===== src/rtl/dws_pkg.sv =====
package dws_pkg;

  typedef enum logic [2:0] {
    OP_CHAIN  = 3'd0,
    OP_ITR    = 3'd1,
    OP_INSN   = 3'd2,
    OP_INTEST = 3'd3,
    OP_SHIFT  = 3'd4,
    OP_IDLE   = 3'd5
  } scan_op_e;

  typedef enum logic [3:0] {
    ST_IDLE,
    ST_SEL_DATA,
    ST_SEL_ITR,
    ST_LOAD,
    ST_ISSUE,
    ST_INTEST,
    ST_LOOP_SHIFT,
    ST_LOOP_IDLE,
    ST_DRAIN,
    ST_SEL_STAT,
    ST_STAT_INTEST,
    ST_STAT_SHIFT,
    ST_DONE
  } seq_state_e;

endpackage


===== src/rtl/dws_scan_port.sv =====
module dws_scan_port
  import dws_pkg::*;
#(
  parameter int DW = 32
) (
  input  logic          clk,
  input  logic          rst,
  input  logic          launch,
  input  scan_op_e      l_op,
  input  logic [DW-1:0] l_data,
  input  logic          scan_ack,
  input  logic [DW-1:0] scan_rdata,
  input  logic          scan_ready,
  output logic          scan_req,
  output logic [2:0]    scan_op,
  output logic [DW-1:0] scan_wdata,
  output logic          fin,
  output logic [DW-1:0] fin_rdata,
  output logic          fin_ready
);

  // One request in flight: operands frozen while req is high.
  always_ff @(posedge clk) begin
    if (rst) begin
      scan_req   <= 1'b0;
      scan_op    <= 3'd0;
      scan_wdata <= '0;
      fin        <= 1'b0;
      fin_rdata  <= '0;
      fin_ready  <= 1'b0;
    end else begin
      fin <= 1'b0;
      if (scan_req && scan_ack) begin
        scan_req  <= 1'b0;
        fin       <= 1'b1;
        fin_rdata <= scan_rdata;
        fin_ready <= scan_ready;
      end else if (launch && !scan_req) begin
        scan_req   <= 1'b1;
        scan_op    <= l_op;
        scan_wdata <= l_data;
      end
    end
  end

endmodule


===== src/rtl/dws_word_tally.sv =====
module dws_word_tally #(
  parameter int CNT_W = 16
) (
  input  logic             clk,
  input  logic             rst,
  input  logic             load,
  input  logic [CNT_W-1:0] load_val,
  input  logic             dec,
  output logic             more_than_one
);

  logic [CNT_W-1:0] remaining;

  always_ff @(posedge clk) begin
    if (rst) begin
      remaining <= '0;
    end else if (load) begin
      remaining <= load_val;
    end else if (dec && remaining != '0) begin
      remaining <= remaining - 1'b1;
    end
  end

  assign more_than_one = (remaining > CNT_W'(1));

endmodule


===== src/rtl/dws_abort_decode.sv =====
module dws_abort_decode (
  input  logic clk,
  input  logic rst,
  input  logic clr,
  input  logic capture,
  input  logic precise_in,
  input  logic imprecise_in,
  output logic abort_precise,
  output logic abort_imprecise
);

  always_ff @(posedge clk) begin
    if (rst || clr) begin
      abort_precise   <= 1'b0;
      abort_imprecise <= 1'b0;
    end else if (capture) begin
      abort_precise   <= precise_in;
      abort_imprecise <= imprecise_in;
    end
  end

endmodule


===== src/rtl/dws_word_read_seq.sv =====
module dws_word_read_seq
  import dws_pkg::*;
#(
  parameter int          DW            = 32,
  parameter int          CNT_W         = 16,
  parameter int          DATA_CHAIN    = 5,
  parameter int          STAT_CHAIN    = 1,
  parameter int          PRECISE_BIT   = 6,
  parameter int          IMPRECISE_BIT = 7,
  parameter logic [31:0] LOAD_INSN     = 32'hECB0_5E01
) (
  input  logic             clk,
  input  logic             rst,
  input  logic             start,
  input  logic [CNT_W-1:0] word_count,
  output logic             scan_req,
  output logic [2:0]       scan_op,
  output logic [DW-1:0]    scan_wdata,
  input  logic             scan_ack,
  input  logic [DW-1:0]    scan_rdata,
  input  logic             scan_ready,
  output logic             out_valid,
  output logic [DW-1:0]    out_data,
  output logic             done,
  output logic             abort_precise,
  output logic             abort_imprecise
);

  localparam logic [DW-1:0] DATA_SEL = DW'(DATA_CHAIN);
  localparam logic [DW-1:0] STAT_SEL = DW'(STAT_CHAIN);
  localparam logic [DW-1:0] INSN_W   = DW'(LOAD_INSN);

  seq_state_e      state;
  logic            issued;
  logic            launch;
  scan_op_e        l_op;
  logic [DW-1:0]   l_data;
  logic            fin;
  logic [DW-1:0]   fin_rdata;
  logic            fin_ready;
  logic            accept;
  logic            emit;
  logic            more;
  logic            stat_capture;

  dws_scan_port #(.DW(DW)) u_port (
    .clk(clk), .rst(rst),
    .launch(launch), .l_op(l_op), .l_data(l_data),
    .scan_ack(scan_ack), .scan_rdata(scan_rdata), .scan_ready(scan_ready),
    .scan_req(scan_req), .scan_op(scan_op), .scan_wdata(scan_wdata),
    .fin(fin), .fin_rdata(fin_rdata), .fin_ready(fin_ready)
  );

  dws_word_tally #(.CNT_W(CNT_W)) u_tally (
    .clk(clk), .rst(rst),
    .load(accept), .load_val(word_count),
    .dec(emit), .more_than_one(more)
  );

  dws_abort_decode u_abort (
    .clk(clk), .rst(rst),
    .clr(accept), .capture(stat_capture),
    .precise_in(fin_rdata[PRECISE_BIT]),
    .imprecise_in(fin_rdata[IMPRECISE_BIT]),
    .abort_precise(abort_precise),
    .abort_imprecise(abort_imprecise)
  );

  assign accept       = (state == ST_IDLE) && start && (word_count != '0);
  assign emit         = fin && fin_ready &&
                        (state == ST_LOOP_SHIFT || state == ST_DRAIN);
  assign stat_capture = fin && (state == ST_STAT_SHIFT);

  // Operation chosen by the current step.
  always_comb begin
    l_op   = OP_SHIFT;
    l_data = '0;
    launch = !issued && (state != ST_IDLE) && (state != ST_DONE);
    unique case (state)
      ST_SEL_DATA:    begin l_op = OP_CHAIN;  l_data = DATA_SEL; end
      ST_SEL_ITR:     l_op = OP_ITR;
      ST_LOAD:        begin l_op = OP_INSN;   l_data = INSN_W;   end
      ST_ISSUE:       l_op = OP_IDLE;
      ST_INTEST:      l_op = OP_INTEST;
      ST_LOOP_SHIFT:  l_op = OP_SHIFT;
      ST_LOOP_IDLE:   l_op = OP_IDLE;
      ST_DRAIN:       l_op = OP_SHIFT;
      ST_SEL_STAT:    begin l_op = OP_CHAIN;  l_data = STAT_SEL; end
      ST_STAT_INTEST: l_op = OP_INTEST;
      ST_STAT_SHIFT:  l_op = OP_SHIFT;
      default:        l_op = OP_SHIFT;
    endcase
  end

  always_ff @(posedge clk) begin
    if (rst) begin
      state     <= ST_IDLE;
      issued    <= 1'b0;
      out_valid <= 1'b0;
      out_data  <= '0;
      done      <= 1'b0;
    end else begin
      out_valid <= 1'b0;
      done      <= 1'b0;
      if (launch) issued <= 1'b1;
      if (emit) begin
        out_valid <= 1'b1;
        out_data  <= fin_rdata;
      end
      unique case (state)
        ST_IDLE: if (accept) state <= ST_SEL_DATA;
        ST_DONE: begin
          done  <= 1'b1;
          state <= ST_IDLE;
        end
        default: if (fin) begin
          issued <= 1'b0;
          unique case (state)
            ST_SEL_DATA:    state <= ST_SEL_ITR;
            ST_SEL_ITR:     state <= ST_LOAD;
            ST_LOAD:        state <= ST_ISSUE;
            ST_ISSUE:       state <= ST_INTEST;
            ST_INTEST:      state <= more ? ST_LOOP_SHIFT : ST_DRAIN;
            ST_LOOP_SHIFT:  state <= ST_LOOP_IDLE;
            ST_LOOP_IDLE:   state <= more ? ST_LOOP_SHIFT : ST_DRAIN;
            ST_DRAIN:       if (fin_ready) state <= ST_SEL_STAT;
            ST_SEL_STAT:    state <= ST_STAT_INTEST;
            ST_STAT_INTEST: state <= ST_STAT_SHIFT;
            ST_STAT_SHIFT:  state <= ST_DONE;
            default:        state <= ST_IDLE;
          endcase
        end
      endcase
    end
  end

endmodule


===== config.mk =====
export PLATFORM = sky130hd
export DESIGN_NAME = dws_word_read_seq
export DESIGN_NICKNAME = d
export VERILOG_FILES = /design/src/rtl/dws_pkg.sv /design/src/rtl/dws_scan_port.sv /design/src/rtl/dws_word_tally.sv /design/src/rtl/dws_abort_decode.sv /design/src/rtl/dws_word_read_seq.sv
export SDC_FILE = /design/constraint.sdc
export NUM_CORES = 1
export LEC_CHECK = 0
export CAP_MARGIN = 25
export CORE_MARGIN = 3
export CORE_UTILIZATION = 51
export DETAILED_ROUTE_END_ITERATION = 8
export PLACE_DENSITY = 0.86
export REMOVE_ABC_BUFFERS = 1
export SYNTH_ARGS = -nofsm -noshare
export SYNTH_HDL_FRONTEND = slang
export SYNTH_SLANG_ARGS = --single-unit

===== constraint.sdc =====
create_clock -name clk -period 6.95 [get_ports clk]
set_clock_uncertainty 0.05 [all_clocks]
set_input_delay 1.7375 -clock clk [delete_from_list [all_inputs] [get_ports clk]]
set_output_delay 1.7375 -clock clk [all_outputs]
set_load 0.005 [all_outputs]

# Word level (Yosys, flattened, before mapping)
# Index checks and enable logic that the tools add are counted.
[word_totals]
input_bits = 53
register_bits = 127
output_inout_bits = 72
wordCells = 76
[classes]
bitwise_logic = 1
reduce_logical = 28
n_mux = 16
eq_ne = 15
n_addsub = 1
order_cmp = 1
[ops]
columns = ["cell", "n"]
rows = [
  ["case mux 32 bit (3 select lines)", 1],
  ["case mux 4 bit (10 select lines)", 1],
  ["two-way mux 16 bit", 2],
  ["nonzero test 16 bit", 2],
  ["equality test 4 bit (second input constant)", 5],
  ["equality test 4 x 3 -> 1 bit (second input constant)", 4],
  ["greater-than comparator 16 x 1 -> 1 bit (second input constant)", 1],
  ["two-way mux 4 bit", 4],
  ["subtractor 16 x 1 -> 16 bit (second input constant)", 1],
  ["case mux 3 bit (5 select lines)", 1],
  ["OR reduction 2 bit", 6],
  ["logical AND 1 bit", 10],
  ["equality test 4 x 2 -> 1 bit (second input constant)", 2],
  ["case mux 4 bit (2 select lines)", 1],
  ["two-way mux 1 bit", 6],
  ["equality test 4 x 1 -> 1 bit (second input constant)", 1],
  ["zero test 4 bit", 1],
  ["inequality test 4 x 2 -> 1 bit (second input constant)", 1],
  ["inequality test 4 bit (second input constant)", 1],
  ["nonzero test 4 bit", 1],
  ["AND reduction 3 bit", 1],
  ["nonzero test 3 bit", 1],
  ["zero test 1 bit", 2],
  ["logical OR 1 bit", 2],
  ["4 further kinds", 4],
]

# Logic depth before layout (Yosys ltp)
[logic_depth]
word_depth = 6
mapped_depth = 7
mapped_depth_nobuf = 6

# Hierarchy
# From an unflattened synthesis, not the netlist that was laid out.
[unflattened]
hier_cells = 629
hier_area_um2 = 6162.2
[modules_own_cells]
columns = ["module", "cells_per_inst", "seq_area_each_um2", "area_each_um2", "instances"]
rows = [
  ["dws_scan_port", 314, 1401.3, 3333.2, 1],
  ["dws_word_read_seq", 179, 780.7, 1706.6, 1],
  ["dws_word_tally", 130, 320.3, 1052.3, 1],
  ["dws_abort_decode", 6, 40.0, 70.1, 1],
]

# Least setup slack after synthesis
# OpenSTA, ideal clock, no wires.
[synth_timing]
kind = "in2reg"
from = "input port word_count[11]"
to = "register u_tally.remaining[2]"
t_arrival_ps = 2854
cell_stages = 6
path_slack_ps = 3971
path_buffers = 1
setup_time_ps = 75
cell_sequence = "nor4_1 > nand4_1 > and2_1 > clkbuf_1 > mux2_2 > o22ai_1"
[synth_via]
elab_chain_len = 3
[synth_lines]
columns = ["item", "line_no", "text"]
rows = [
  ["start: declaration", "dws_word_read_seq.sv:15", "input logic [CNT_W-1:0] word_count,"],
  ["nonzero test 16 bit (*)", "dws_word_read_seq.sv:69", "assign accept = (state == ST_IDLE) && start && (word_count != '0);"],
  ["logical AND 1 bit (*)", "dws_word_read_seq.sv:69", ""],
  ["two-way mux 16 bit / nonzero test 2 bit (equally long branches)", "--", ""],
  ["end signal: assignment", "dws_word_tally.sv:18", "remaining <= load_val;"],
  ["end signal: assignment", "dws_word_tally.sv:20", "remaining <= remaining - 1'b1;"],
  ["end: declaration", "dws_word_tally.sv:12", "logic [CNT_W-1:0] remaining;"],
]
# Every way passes the cells marked *; elsewhere a longest branch is shown, timed or not.
# A chain may end at the register's enable or synchronous reset.

# Worst setup path after layout
[layout_timing]
from = "input port word_count[11]"
to = "register u_tally.remaining[0]"
# Same word-level chain as after synthesis.

==> flow_summary.toml <==
[timing]
hold_violations = 0
tns_ps = 0
clock.fmax_ghz = 0.2856
relSlewSlack = 0.5205
rsz0062_at_grt = "false"
period_share = 0.5038
worst_pin_slew_ps = 719.3
fin_crit_ps = 3501
slew_viol_final = 0
setup_viol = 0

[power]
power_mw = 1.089
vdd_drop_max_v = 0.0001178
leakagePower_nw = 1.849
cellPowerDensity_nw_per_um2 = 204.9

[layout]
drive_gt1_frac = 0.05776
seq_area_um2 = 1962
fin_area_um2 = 5315
filler_cell_count = 636
fin_nets = 605
multi_input_area_um2 = 1899
diodes = 0
area_growth_pct = 27.95

[place]
place_congestion = 0.8945
place.detailed.hpwl_mm = 7.087
port_buffers = 107
dpl_cell_area_um2 = 5137

[setup_path]
crit_fanout = 21
r2r_end = "u_tally.remaining[14]"
worstSetupEndpointType = "flop"
worst-r2r-setup-slack_ps = 4300
cp_slowest_cell = "clkdlybuf4s50_1"
worstPathRequired_ps = 7150
start_kind = "input pin"
max_stage_delay_ps = 420
worstSetupPathType = "in -> reg"
arrival_ps = 3700
cp_cell_sequence = "clkdlybuf4s50_1 -> nor4_1 -> nand4_1 -> and2_1 -> a22o_1 -> o21ba_2"
r2r_start = "state[3]"
r2r_cells = 5

[worst_hold_path]
hold_end = "out_data[11]"
min_path_cells = 2
hold_start = "u_port.fin_rdata[11]"
hold_path.class = "reg -> reg"

[yosys]
synth.largest_area_cell = "dfxtp_1"
synth_warnings = 0
synthCells = 469
synth_seq_area_share = 0.4723
synth_edf_count = 0
post_synth_num_cell_types = 54
synthFlopType = "dfxtp_1"
yosysMostFrequentCell = "dfxtp_1"
synth.avg_cell_area_um2 = 8.857
async_flop_share = 0
synthesis.area_um2 = 4154
netlist.area_leader.share = 0.4723
netlist_top_cells_area = "dfxtp_1 47%, nand2_1 7.2%, a22o_1 7.2%"
netlist_top_cells_count = "98 x dfxtp_1, 80 x nand2_1, 47 x a21oi_1"
synth-seq-cells = 98

[floorplan]
die_area_um2 = 9264
die_y_um = 96.25
start_util = 0.5321
num_rows = 32
die_width_um = 96.25
coreArea_um2 = 7807
io_pins = 125

[global_route]
grt_max_degree = 40
grt_pass1_vias = 3461
grt_usage = 0.2210
grt_pass1_wl_mm = 16.29
antenna_found_initial = 0
grt-ovfl-total = 0

[detailed_routing]
first_pass_iters = 5
routed_via_density = 5.628
wirelength_mm = 10.39
antenna_left = 0
num_vias = 3692
post_drt_wl_per_cell_um = 15.84
drt_iter0_drc = 225
drc_errors = 0

[cts]
cts.sinks = 98
htree_levels = 3
hold_buffers = 0
clk_pin_slew_ps = 100
clk_path_buf_depth = 2
insertion_delay_ps = 350
cts_resized = 0
cts_tree = "done"
numCtsBuffers = 9
clockRootBuffer = "clkbuf_8"
postCtsSetupBuffers = 0

[flow_run]
maxCapViolCount = 0

[status]
status = "finished, final reports clean"
-- cell families (layout without fill, tap and decap cells) --
| group | count (synthesis) | count (layout) | synth area share |
|---|---|---|---|
| XOR/XNOR | 1 | 1 | 0.002109 |
| multiplexers | 9 | 9 | 0.02229 |
| AO/OA/AOI/OAI | 134 | 134 | 0.2271 |
| flip-flops | 98 | 98 | 0.4723 |
| buffers and inverters | 68 | 137 | 0.08825 |
| AND/OR/NAND/NOR | 155 | 155 | 0.1780 |
| other | 1 | 17 | 0.0009027 |
| adder cells (fa/ha/maj) | 3 | 3 | 0.009037 |
-- per-layer routing --
| metal | share of wire | GRT usage | up-vias |
|---|---|---|---|
| met1 | 0.42 | 0.2854 | 1721 |
| li1 | - | - | 1797 |
| met3 | 0.087 | 0.05629 | 14 |
| met5 | 0 | 0 | - |
| met4 | 0.0097 | 0.06398 | 0 |
| met2 | 0.48 | 0.3634 | 160 |
-- how the worst max path moves through the flow --
stage / startpoint / to / depth (start not counted)
CTS: word_count[12] / u_tally.remaining[0] / 6
global route: word_count[11] / u_tally.remaining[0] / 6
floorplan: scan_ack / u_port.fin_rdata[0] / 2
finish: word_count[11] / u_tally.remaining[0] / 6
global placement: word_count[11] / u_tally.remaining[0] / 6
detailed placement: word_count[11] / u_tally.remaining[0] / 6
-- cell usage in the layout, fill, tap and decap left out, types with 2 or more instances in the layout --
cell | Yosys | final
a211o_1 | 2 | 2
a211oi_1 | 7 | 7
a21oi_1 | 47 | 46
a22o_1 | 34 | 34
a22oi_1 | 4 | 4
a311oi_1 | 2 | 2
a31oi_1 | 6 | 6
a32oi_1 | 3 | 3
buf_4 | 29 | 5
clkbuf_8 | 0 | 9
clkdlybuf4s50_1 | 0 | 106
clkinv_4 | 0 | 2
conb_1 | 1 | 17
dfxtp_1 | 98 | 98
ha_1 | 3 | 3
inv_1 | 8 | 8
mux2_2 | 2 | 2
mux2i_1 | 7 | 7
nand2_1 | 80 | 80
nand2b_1 | 8 | 8
nand3_1 | 6 | 6
nand3b_1 | 2 | 2
nand4_1 | 3 | 3
nand4b_1 | 3 | 3
nor2_1 | 21 | 20
nor2b_1 | 2 | 2
nor3_1 | 6 | 6
nor4_1 | 9 | 9
o211ai_1 | 2 | 2
o21a_1 | 3 | 3
o21ai_0 | 4 | 4
o22ai_1 | 4 | 4
o2bb2a_1 | 2 | 2
o311ai_0 | 5 | 5
or4_1 | 5 | 5
-- worst max-delay path, delay by kind of cell --
kind            cells  cell delay (ps)
simple gates        3             1020
compound gates      2              520
buf+inv             1              420
-- registers in the layout (all words and copies together) (netlist names), 3 cells and up --
name / count
u_port.scan_op: 3
u_port.fin_rdata: 32
out_data: 32
u_tally.remaining: 16
state: 4
u_port.scan_wdata: 3
-- power breakdown --
group          switching [mW]  leakage [nW]  total, mW  internal, mW
registers              0.0199         0.794      0.603         0.583
logic                  0.0780         0.966      0.151        0.0731
clock network           0.200        0.0888      0.335         0.135
-- through the flow --
stage	hold WS (ps)	utilization	worst slack, ps	instances
2_1_floorplan	376.1	-	3523	425
3_3_place_gp	389.5	0.6561	3202	639
6_report	403.3	0.6808	3449	656
3_5_place_dp	395.2	0.6580	3139	640
5_1_grt	425.2	0.6808	3378	656
4_1_cts	404.9	0.6808	3525	656
-- final cells by class --
cell class,count,share of cell area
clock buffer,10,0.02401
clock inverter,6,0.009416
inverter,8,0.005650
multi-input combinational,319,0.3573
sequential,98,0.3691
tap,102,0.02401
timing repair buffer,113,0.2105
Power figures use the tool's default switching activity.
